$ cat config.mk
export PLATFORM = sky130hd
export DESIGN_NAME = aux_ctrl
export DESIGN_NICKNAME = d
export VERILOG_FILES = /design/src/rtl/aux_pkg.sv /design/src/rtl/aux_tick.sv /design/src/rtl/aux_tx.sv /design/src/rtl/aux_rx.sv /design/src/rtl/aux_ctrl.sv
export SDC_FILE = /design/constraint.sdc
export NUM_CORES = 1
export LEC_CHECK = 0
export ABC_AREA = 1
export BUFFER_PORTS_ARGS = -buffer_cell sky130_fd_sc_hd__buf_4
export CAP_MARGIN = 5
export CORE_ASPECT_RATIO = 1.1
export CORE_UTILIZATION = 33
export CTS_BUF_LIST = sky130_fd_sc_hd__clkbuf_16
export DETAILED_ROUTE_END_ITERATION = 7
export PLACE_DENSITY = 0.55
export RECOVER_POWER = 50
export SYNTH_ARGS = -nofsm -noshare
export SYNTH_HDL_FRONTEND = slang
export SYNTH_SLANG_ARGS = --single-unit
export TNS_END_PERCENT = 1
$ cat constraint.sdc
create_clock -name clk -period 5.2 [get_ports clk]
set_input_delay 0.52 -clock clk [delete_from_list [all_inputs] [get_ports clk]]
set_output_delay 0.52 -clock clk [all_outputs]
set_load 0.03 [all_outputs]
$ cat src/rtl/aux_pkg.sv
// Shared types and frame constants for the auxiliary channel master.
// Assumes a frame of preamble, stop marker, 32-bit header, payload, stop marker.
package aux_pkg;
    typedef enum logic [2:0] {
        ST_OK      = 3'd0,
        ST_NACK    = 3'd1,
        ST_DEFER   = 3'd2,
        ST_TIMEOUT = 3'd3,
        ST_BADLEN  = 3'd4
    } aux_status_e;

    localparam logic [3:0] RC_ACK   = 4'h0;
    localparam logic [3:0] RC_DEFER = 4'h2;

    localparam int SYNC_ZEROS = 16;  // preamble zero bits
    localparam int STOP_HALF  = 4;   // half-bits per stop level
    localparam int HDR_BITS   = 32;  // cmd + addr + len-1
    localparam int LOCK_EDGES = 8;   // receiver lock threshold

    // Map a reply result code onto the host status
    function automatic aux_status_e code_to_status(input logic [3:0] code);
        if (code == RC_ACK)        return ST_OK;
        else if (code == RC_DEFER) return ST_DEFER;
        else                       return ST_NACK;
    endfunction
endpackage

$ cat src/rtl/aux_tick.sv
// Half-bit strobe from a fractional accumulator.
// Assumes CLK_HZ >= 2*BIT_HZ; the phase restarts whenever en is low.
module aux_tick #(
    parameter int CLK_HZ = 100_000_000,
    parameter int BIT_HZ = 1_000_000
) (
    input  logic clk,
    input  logic rst_n,
    input  logic en,
    output logic tick
);
    localparam int INC = 2 * BIT_HZ;
    localparam int AW  = $clog2(CLK_HZ + INC + 1);
    localparam logic [AW-1:0] INC_V = AW'(INC);
    localparam logic [AW-1:0] MOD_V = AW'(CLK_HZ);

    logic [AW-1:0] acc;

    assign tick = en && ((acc + INC_V) >= MOD_V);

    // Accumulate phase; wrap by the clock rate on each strobe
    always_ff @(posedge clk) begin
        if (!rst_n || !en)  acc <= '0;
        else if (tick)      acc <= acc + INC_V - MOD_V;
        else                acc <= acc + INC_V;
    end
endmodule

$ cat src/rtl/aux_tx.sv
// Manchester frame serialiser: preamble, stop, nbits of frame MSB first, stop.
// Assumes start is pulsed only while idle and tick comes from aux_tick.
module aux_tx
    import aux_pkg::*;
#(
    parameter int MAX_BYTES = 16
) (
    input  logic                   clk,
    input  logic                   rst_n,
    input  logic                   start,
    input  logic [HDR_BITS+MAX_BYTES*8-1:0] frame,
    input  logic [$clog2(HDR_BITS+MAX_BYTES*8+1)-1:0] nbits,
    input  logic                   tick,
    output logic                   line,
    output logic                   oe,
    output logic                   fin
);
    localparam int FRAME_W = HDR_BITS + MAX_BYTES * 8;
    localparam int NB_W    = $clog2(FRAME_W + 1);
    localparam int PRE_H   = 2 * SYNC_ZEROS;
    localparam int DAT_H   = PRE_H + 2 * STOP_HALF;
    localparam int HW      = $clog2(DAT_H + 2 * FRAME_W + 2 * STOP_HALF + 1);

    logic              busy;
    logic [HW-1:0]     hidx;
    logic [FRAME_W-1:0] sr;
    logic [NB_W-1:0]   nb;
    logic [HW-1:0]     data_end, last_h;

    assign data_end = HW'(DAT_H) + HW'({nb, 1'b0});
    assign last_h   = data_end + HW'(2 * STOP_HALF - 1);
    assign oe       = busy;

    // Line level as a function of the half-bit position
    always_comb begin
        if (hidx < HW'(PRE_H))                       line = hidx[0];
        else if (hidx < HW'(PRE_H + STOP_HALF))      line = 1'b1;
        else if (hidx < HW'(DAT_H))                  line = 1'b0;
        else if (hidx < data_end)                    line = sr[FRAME_W-1] ^ hidx[0];
        else if (hidx < data_end + HW'(STOP_HALF))   line = 1'b1;
        else                                         line = 1'b0;
    end

    // Walk the half-bits, shifting the frame after each data bit
    always_ff @(posedge clk) begin
        if (!rst_n) begin
            busy <= 1'b0;
            hidx <= '0;
            sr   <= '0;
            nb   <= '0;
            fin  <= 1'b0;
        end else begin
            fin <= 1'b0;
            if (start) begin
                busy <= 1'b1;
                hidx <= '0;
                sr   <= frame;
                nb   <= nbits;
            end else if (busy && tick) begin
                if (hidx == last_h) begin
                    busy <= 1'b0;
                    fin  <= 1'b1;
                end else begin
                    hidx <= hidx + 1'b1;
                    if (hidx >= HW'(DAT_H) && hidx < data_end && hidx[0])
                        sr <= {sr[FRAME_W-2:0], 1'b0};
                end
            end
        end
    end
endmodule

$ cat src/rtl/aux_rx.sv
// Manchester reply decoder working on transition spacing in quarter-bit units.
// Assumes the reply bit rate equals BIT_HZ; en low returns it to preamble hunt.
module aux_rx
    import aux_pkg::*;
#(
    parameter int CLK_HZ = 100_000_000,
    parameter int BIT_HZ = 1_000_000
) (
    input  logic       clk,
    input  logic       rst_n,
    input  logic       en,
    input  logic       rx_in,
    output logic       byte_v,
    output logic [7:0] byte_o,
    output logic       started,
    output logic       rend
);
    localparam int Q  = CLK_HZ / (4 * BIT_HZ);
    localparam int CW = $clog2(12 * Q + 1);
    localparam int EW = $clog2(LOCK_EDGES + 1);
    localparam logic [CW-1:0] CMAX = CW'(12 * Q);

    typedef enum logic [1:0] {R_HUNT, R_STOP, R_DATA, R_HOLD} rx_state_e;

    rx_state_e     st;
    logic [2:0]    syn;
    logic [CW-1:0] cnt;
    logic [EW-1:0] ecnt;
    logic          first;
    logic [7:0]    sr;
    logic [2:0]    bc;
    logic          lvl, edg;
    logic [CW-1:0] mid_min, end_min;

    assign lvl     = syn[1];
    assign edg     = syn[1] ^ syn[2];
    assign started = (st == R_DATA) || (st == R_HOLD);
    assign mid_min = first ? CW'(9 * Q) : CW'(3 * Q);
    assign end_min = first ? CW'(12 * Q) : CW'(6 * Q);

    // Bring the line into the clock domain
    always_ff @(posedge clk) begin
        if (!rst_n) syn <= '0;
        else        syn <= {syn[1:0], rx_in};
    end

    // Preamble lock, stop detection and bit recovery
    always_ff @(posedge clk) begin
        if (!rst_n || !en) begin
            st     <= R_HUNT;
            cnt    <= CMAX;
            ecnt   <= '0;
            first  <= 1'b0;
            sr     <= '0;
            bc     <= '0;
            byte_v <= 1'b0;
            byte_o <= '0;
            rend   <= 1'b0;
        end else begin
            byte_v <= 1'b0;
            rend   <= 1'b0;
            if (cnt != CMAX) cnt <= cnt + 1'b1;
            unique case (st)
                R_HUNT: begin
                    if (edg && cnt >= CW'(3 * Q)) begin
                        cnt <= '0;
                        if (cnt < CW'(6 * Q)) begin
                            if (ecnt != EW'(LOCK_EDGES)) ecnt <= ecnt + 1'b1;
                        end else begin
                            ecnt <= '0;
                        end
                    end else if (!edg && cnt >= CW'(6 * Q) && lvl &&
                                 ecnt == EW'(LOCK_EDGES)) begin
                        st <= R_STOP;
                    end
                end
                R_STOP: begin
                    if (edg && !lvl) begin
                        st    <= R_DATA;
                        cnt   <= '0;
                        first <= 1'b1;
                        bc    <= '0;
                    end
                end
                R_DATA: begin
                    if (cnt >= end_min) begin
                        st   <= R_HOLD;
                        rend <= 1'b1;
                    end else if (edg && cnt >= mid_min) begin
                        cnt   <= '0;
                        first <= 1'b0;
                        sr    <= {sr[6:0], ~lvl};
                        bc    <= bc + 1'b1;
                        if (bc == 3'd7) begin
                            byte_v <= 1'b1;
                            byte_o <= {sr[6:0], ~lvl};
                        end
                    end
                end
                default: ;
            endcase
        end
    end
endmodule

$ cat src/rtl/aux_ctrl.sv
// Request/reply master for the auxiliary channel: takes one host request,
// drives the Manchester frame, waits for and decodes the reply.
// Assumes request fields are valid on the accepting edge only.
module aux_ctrl
    import aux_pkg::*;
#(
    parameter int CLK_HZ       = 100_000_000,
    parameter int BIT_HZ       = 1_000_000,
    parameter int MAX_BYTES    = 16,
    parameter int TIMEOUT_BITS = 300
) (
    input  logic                   clk,
    input  logic                   rst_n,
    input  logic                   req_valid,
    output logic                   req_ready,
    input  logic [3:0]             req_cmd,
    input  logic [19:0]            req_addr,
    input  logic [7:0]             req_len,
    input  logic [MAX_BYTES*8-1:0] req_wdata,
    output logic                   aux_out,
    output logic                   aux_oe,
    input  logic                   aux_in,
    output logic                   done,
    output logic [2:0]             status,
    output logic                   rd_valid,
    output logic [7:0]             rd_data
);
    localparam int FRAME_W = HDR_BITS + MAX_BYTES * 8;
    localparam int NB_W    = $clog2(FRAME_W + 1);
    localparam int TO_CYC  = TIMEOUT_BITS * (CLK_HZ / BIT_HZ);
    localparam int TW      = $clog2(TO_CYC + 1);

    typedef enum logic [1:0] {C_IDLE, C_SEND, C_WAIT, C_RECV} ctl_state_e;

    ctl_state_e         st;
    aux_status_e        status_q;
    logic [TW-1:0]      tcnt;
    logic               got_hdr;
    logic [3:0]         code;
    logic               len_ok, accept, tx_start, tick, tx_fin;
    logic [FRAME_W-1:0] frame;
    logic [NB_W-1:0]    nbits;
    logic               rx_en, rx_bv, rx_started, rx_end;
    logic [7:0]         rx_byte;

    assign req_ready = (st == C_IDLE);
    assign len_ok    = (req_len != 8'd0) && (req_len <= 8'(MAX_BYTES));
    assign accept    = req_valid && req_ready;
    assign tx_start  = accept && len_ok;
    assign rx_en     = (st == C_WAIT) || (st == C_RECV);
    assign status    = status_q;
    assign nbits     = NB_W'(HDR_BITS) + (req_cmd[0] ? '0 : NB_W'({req_len, 3'b000}));

    // Assemble header then payload with byte 0 leading
    always_comb begin
        frame = '0;
        frame[FRAME_W-1 -: HDR_BITS] = {req_cmd, req_addr, req_len - 8'd1};
        for (int k = 0; k < MAX_BYTES; k++)
            frame[(MAX_BYTES-1-k)*8 +: 8] = req_wdata[k*8 +: 8];
    end

    aux_tick #(.CLK_HZ(CLK_HZ), .BIT_HZ(BIT_HZ)) u_tick (
        .clk(clk), .rst_n(rst_n), .en(aux_oe), .tick(tick)
    );

    aux_tx #(.MAX_BYTES(MAX_BYTES)) u_tx (
        .clk(clk), .rst_n(rst_n), .start(tx_start), .frame(frame),
        .nbits(nbits), .tick(tick), .line(aux_out), .oe(aux_oe), .fin(tx_fin)
    );

    aux_rx #(.CLK_HZ(CLK_HZ), .BIT_HZ(BIT_HZ)) u_rx (
        .clk(clk), .rst_n(rst_n), .en(rx_en), .rx_in(aux_in),
        .byte_v(rx_bv), .byte_o(rx_byte), .started(rx_started), .rend(rx_end)
    );

    // Transaction sequencing, timeout and result reporting
    always_ff @(posedge clk) begin
        if (!rst_n) begin
            st       <= C_IDLE;
            status_q <= ST_OK;
            tcnt     <= '0;
            got_hdr  <= 1'b0;
            code     <= '0;
            done     <= 1'b0;
            rd_valid <= 1'b0;
            rd_data  <= '0;
        end else begin
            done     <= 1'b0;
            rd_valid <= 1'b0;
            unique case (st)
                C_IDLE: begin
                    if (accept) begin
                        if (len_ok) begin
                            st <= C_SEND;
                        end else begin
                            done     <= 1'b1;
                            status_q <= ST_BADLEN;
                        end
                    end
                end
                C_SEND: begin
                    if (tx_fin) begin
                        st   <= C_WAIT;
                        tcnt <= '0;
                    end
                end
                C_WAIT: begin
                    if (rx_started) begin
                        st      <= C_RECV;
                        got_hdr <= 1'b0;
                    end else if (tcnt == TW'(TO_CYC - 1)) begin
                        st       <= C_IDLE;
                        done     <= 1'b1;
                        status_q <= ST_TIMEOUT;
                    end else begin
                        tcnt <= tcnt + 1'b1;
                    end
                end
                C_RECV: begin
                    if (rx_bv) begin
                        if (!got_hdr) begin
                            got_hdr <= 1'b1;
                            code    <= rx_byte[7:4];
                        end else if (code == RC_ACK) begin
                            rd_valid <= 1'b1;
                            rd_data  <= rx_byte;
                        end
                    end
                    if (rx_end) begin
                        st       <= C_IDLE;
                        done     <= 1'b1;
                        status_q <= got_hdr ? code_to_status(code) : ST_TIMEOUT;
                    end
                end
                default: st <= C_IDLE;
            endcase
        end
    end
endmodule

==> impl_metrics.toml <==
[detailed_routing]
ant_nets = 0
vias = 12220
totalWireLength_um = 33430
wl_per_cell_um = 12.49
drt_iter0_drc = 580
viasPerCell = 4.566
drc_errors = 0
dr.pass1.iters = 5

[setup_path]
r2r_start = "st[0]"
critPathLaunchType = "register"
crit_start = "st[0]"
endpoint_kind = "register"
path_max_fanout = 135
path_class = "reg2reg"
critical_path_arrival_ps = 4540
cp.required_ps = 5610

[timing]
fin_setup_tns_ps = 0
setup_viol = 0
post-route-period-util = 0.7943
worst_pin_slew_ps = 2377
fin_crit_ps = 4131
slew_viol_final = 136
fmax_ghz = 0.2421
hold_violations = 0
maxSlewHeadroom = -0.5847
holdWs_ps = 171.8
fin_skew_ps = 14.25
rsz0062_at_grt = "false"

[cts]
clkTransAtPathRegs_ps = 60
cts_hold_buf = 0
clk_latency_ps = 530
cts_tree = "yes"
cts-root-buf = "clkbuf_16"
htree_levels = 2
cts_setup_buffers = 0
numClockSinks = 270
clockBufferDepth = 3
cts_buffers = 34
postCtsResizedCells = 0

[place]
portBuffers = 179
hpwl_um = 22990
placed_area_um2 = 15530
gp_congestion = 0.8337

[synthesis]
synth_top_area_share = 0.3877
synth_ff_type = "dfxtp_1"
synthArstFlopShare = 0
synth-seq-cells = 270
synth.area.top_cells = "dfxtp_1, nand2_1, nor2_1"
synth_nets = 2154
synth_edf_count = 0
postSynthAreaPerCell_um2 = 7.131
synthDistinctLibCells = 47
postSynthCellCount = 1955
synth_common_cells = "nand2_1, nor2_1, dfxtp_1"
synth.most_common_cell = "nand2_1"
syn_area_um2 = 13940
ys_seq_area_frac = 0.3877
synth.largest_area_cell = "dfxtp_1"
yosys_warnings = 0

[global_route]
grt_pass1_wl_um = 55590
grt_start_max_net_pins = 136
grt-ovfl-total = 0
grt_usage = 0.1559
antenna_found_initial = 0
first_global_vias = 11670

[status]
violations = "capacitance limit, slew limit"
outcome = "finished, violations left"

[worst_hold_path]
hold_start = "aux_in"
hold_path.class = "in2reg"

[layout]
postLayoutCoreUtil = 0.3972
n_fill_cell = 4408
area_growth_pct = 18.18
num_antenna_cells = 0
layout.nets = 2292
postLayoutCellArea_um2 = 16480
layout-drive-gt1-share = 0.1120

[power]
leakagePower_nw = 6.584
p_total_w = 0.005070
ir_drop_uv = 212.9
power_density_nw_per_um2 = 307.7

[die]
rows = 78
fp.dieArea_um2 = 43070
coreArea_um2 = 41480
initial_utilization = 0.3361
die_width_um = 198.0
io_pins = 180
die_y_um = 217.6

[job]
maxCapViolations = 1
-- stage by stage --
stage | setup slack, ps | cells
4_1_cts | 1664 | 2677
5_1_grt | 682.4 | 2677
2_1_floorplan | 2663 | 1955
3_3_place_gp | 1615 | 2617
6_report | 1069 | 2677
3_5_place_dp | 1608 | 2617
-- per-layer routing --
metal / global-route usage / wire length (um)
met5: 0 / 0
met4: 0.05245 / 776
met3: 0.03959 / 1936
met2: 0.2631 / 15360
met1: 0.1918 / 15360
-- power breakdown --
group	internal, W	switching (W)	total, W	leakage (nW)
registers	0.00215	0.0000502	0.00220	2.18
clock network	0.00131	0.000908	0.00222	0.533
logic	0.000267	0.000387	0.000654	3.87
total	0.00373	0.00134	0.00507	6.58
-- cell families after synthesis --
logic type / Yosys count / share of synthesized area
buf+inv: 233 / 0.08131
compound gates: 193 / 0.07422
fa+ha+maj: 35 / 0.03141
xor+xnor: 20 / 0.01391
mux: 148 / 0.1063
simple gates: 1056 / 0.3052
flops: 270 / 0.3877
-- cells in the final DEF, fill, tap and decap left out, drive strengths merged --
cell,n
a211oi,8
a21o,2
a21oi,88
a221oi,1
a22oi,1
a311oi,1
a31o,1
a31oi,4
a41oi,1
and3,2
buf,168
bufinv,2
clkbuf,52
clkinv,20
dfxtp,270
ha,35
inv,153
mux2i,148
nand2,505
nand3,70
nand3b,3
nand4,12
nor2,420
nor3,32
nor3b,1
nor4,7
o2111ai,3
o211ai,2
o21a,1
o21ai,78
o22ai,2
or2,4
xnor2,5
xor2,15
-- worst max-delay path: stages, from the launching register on --
cell	delay, ps
dfxtp_1	370
nor2_1	340
inv_1	160
nor3_4	200
clkbuf_4	1650
buf_4	720
mux2i_1	260
nand2_1	80
nand2_1	70
nor2_1	50
-- registers in the layout, summed over array words and instances, names as in the netlist, 2 cells and up --
| name | cells |
|---|---|
| u_tx.sr | 160 |
| u_tick.acc | 20 |
| tcnt | 15 |
| u_rx.cnt | 9 |
| u_tx.hidx | 9 |
| rd_data | 8 |
| u_rx.byte_o | 8 |
| u_rx.sr | 7 |
| u_tx.nb | 5 |
| code | 4 |
| u_rx.ecnt | 4 |
| status | 3 |
| u_rx.bc | 3 |
| u_rx.syn | 3 |
| st | 2 |
| u_rx.st | 2 |
-- final cells by class --
class / count / area (um2) / share of cell area
well taps: 560 / 700.7 / 0.04253
clock buffers: 35 / 875.8 / 0.05316
repair buffers: 185 / 1370 / 0.08316
clock inverters: 25 / 157.7 / 0.009569
inverters: 150 / 563.0 / 0.03417
flip-flops and latches: 270 / 5405 / 0.3281
multi-input cells: 1452 / 7403 / 0.4493
-- path summary, 6_finish.rpt --
path / to / slack [ps] / cells after the start
worst max register to register: u_tx.sr[40] / 1070 / 9
worst max-delay path: u_tx.sr[40] / 1070 / 9
worst min-delay path: u_rx.syn[0] / 170 / 3
worst min register to register: u_rx.syn[1] / 410 / 2
Note: power is estimated with default switching activity, not from simulation.
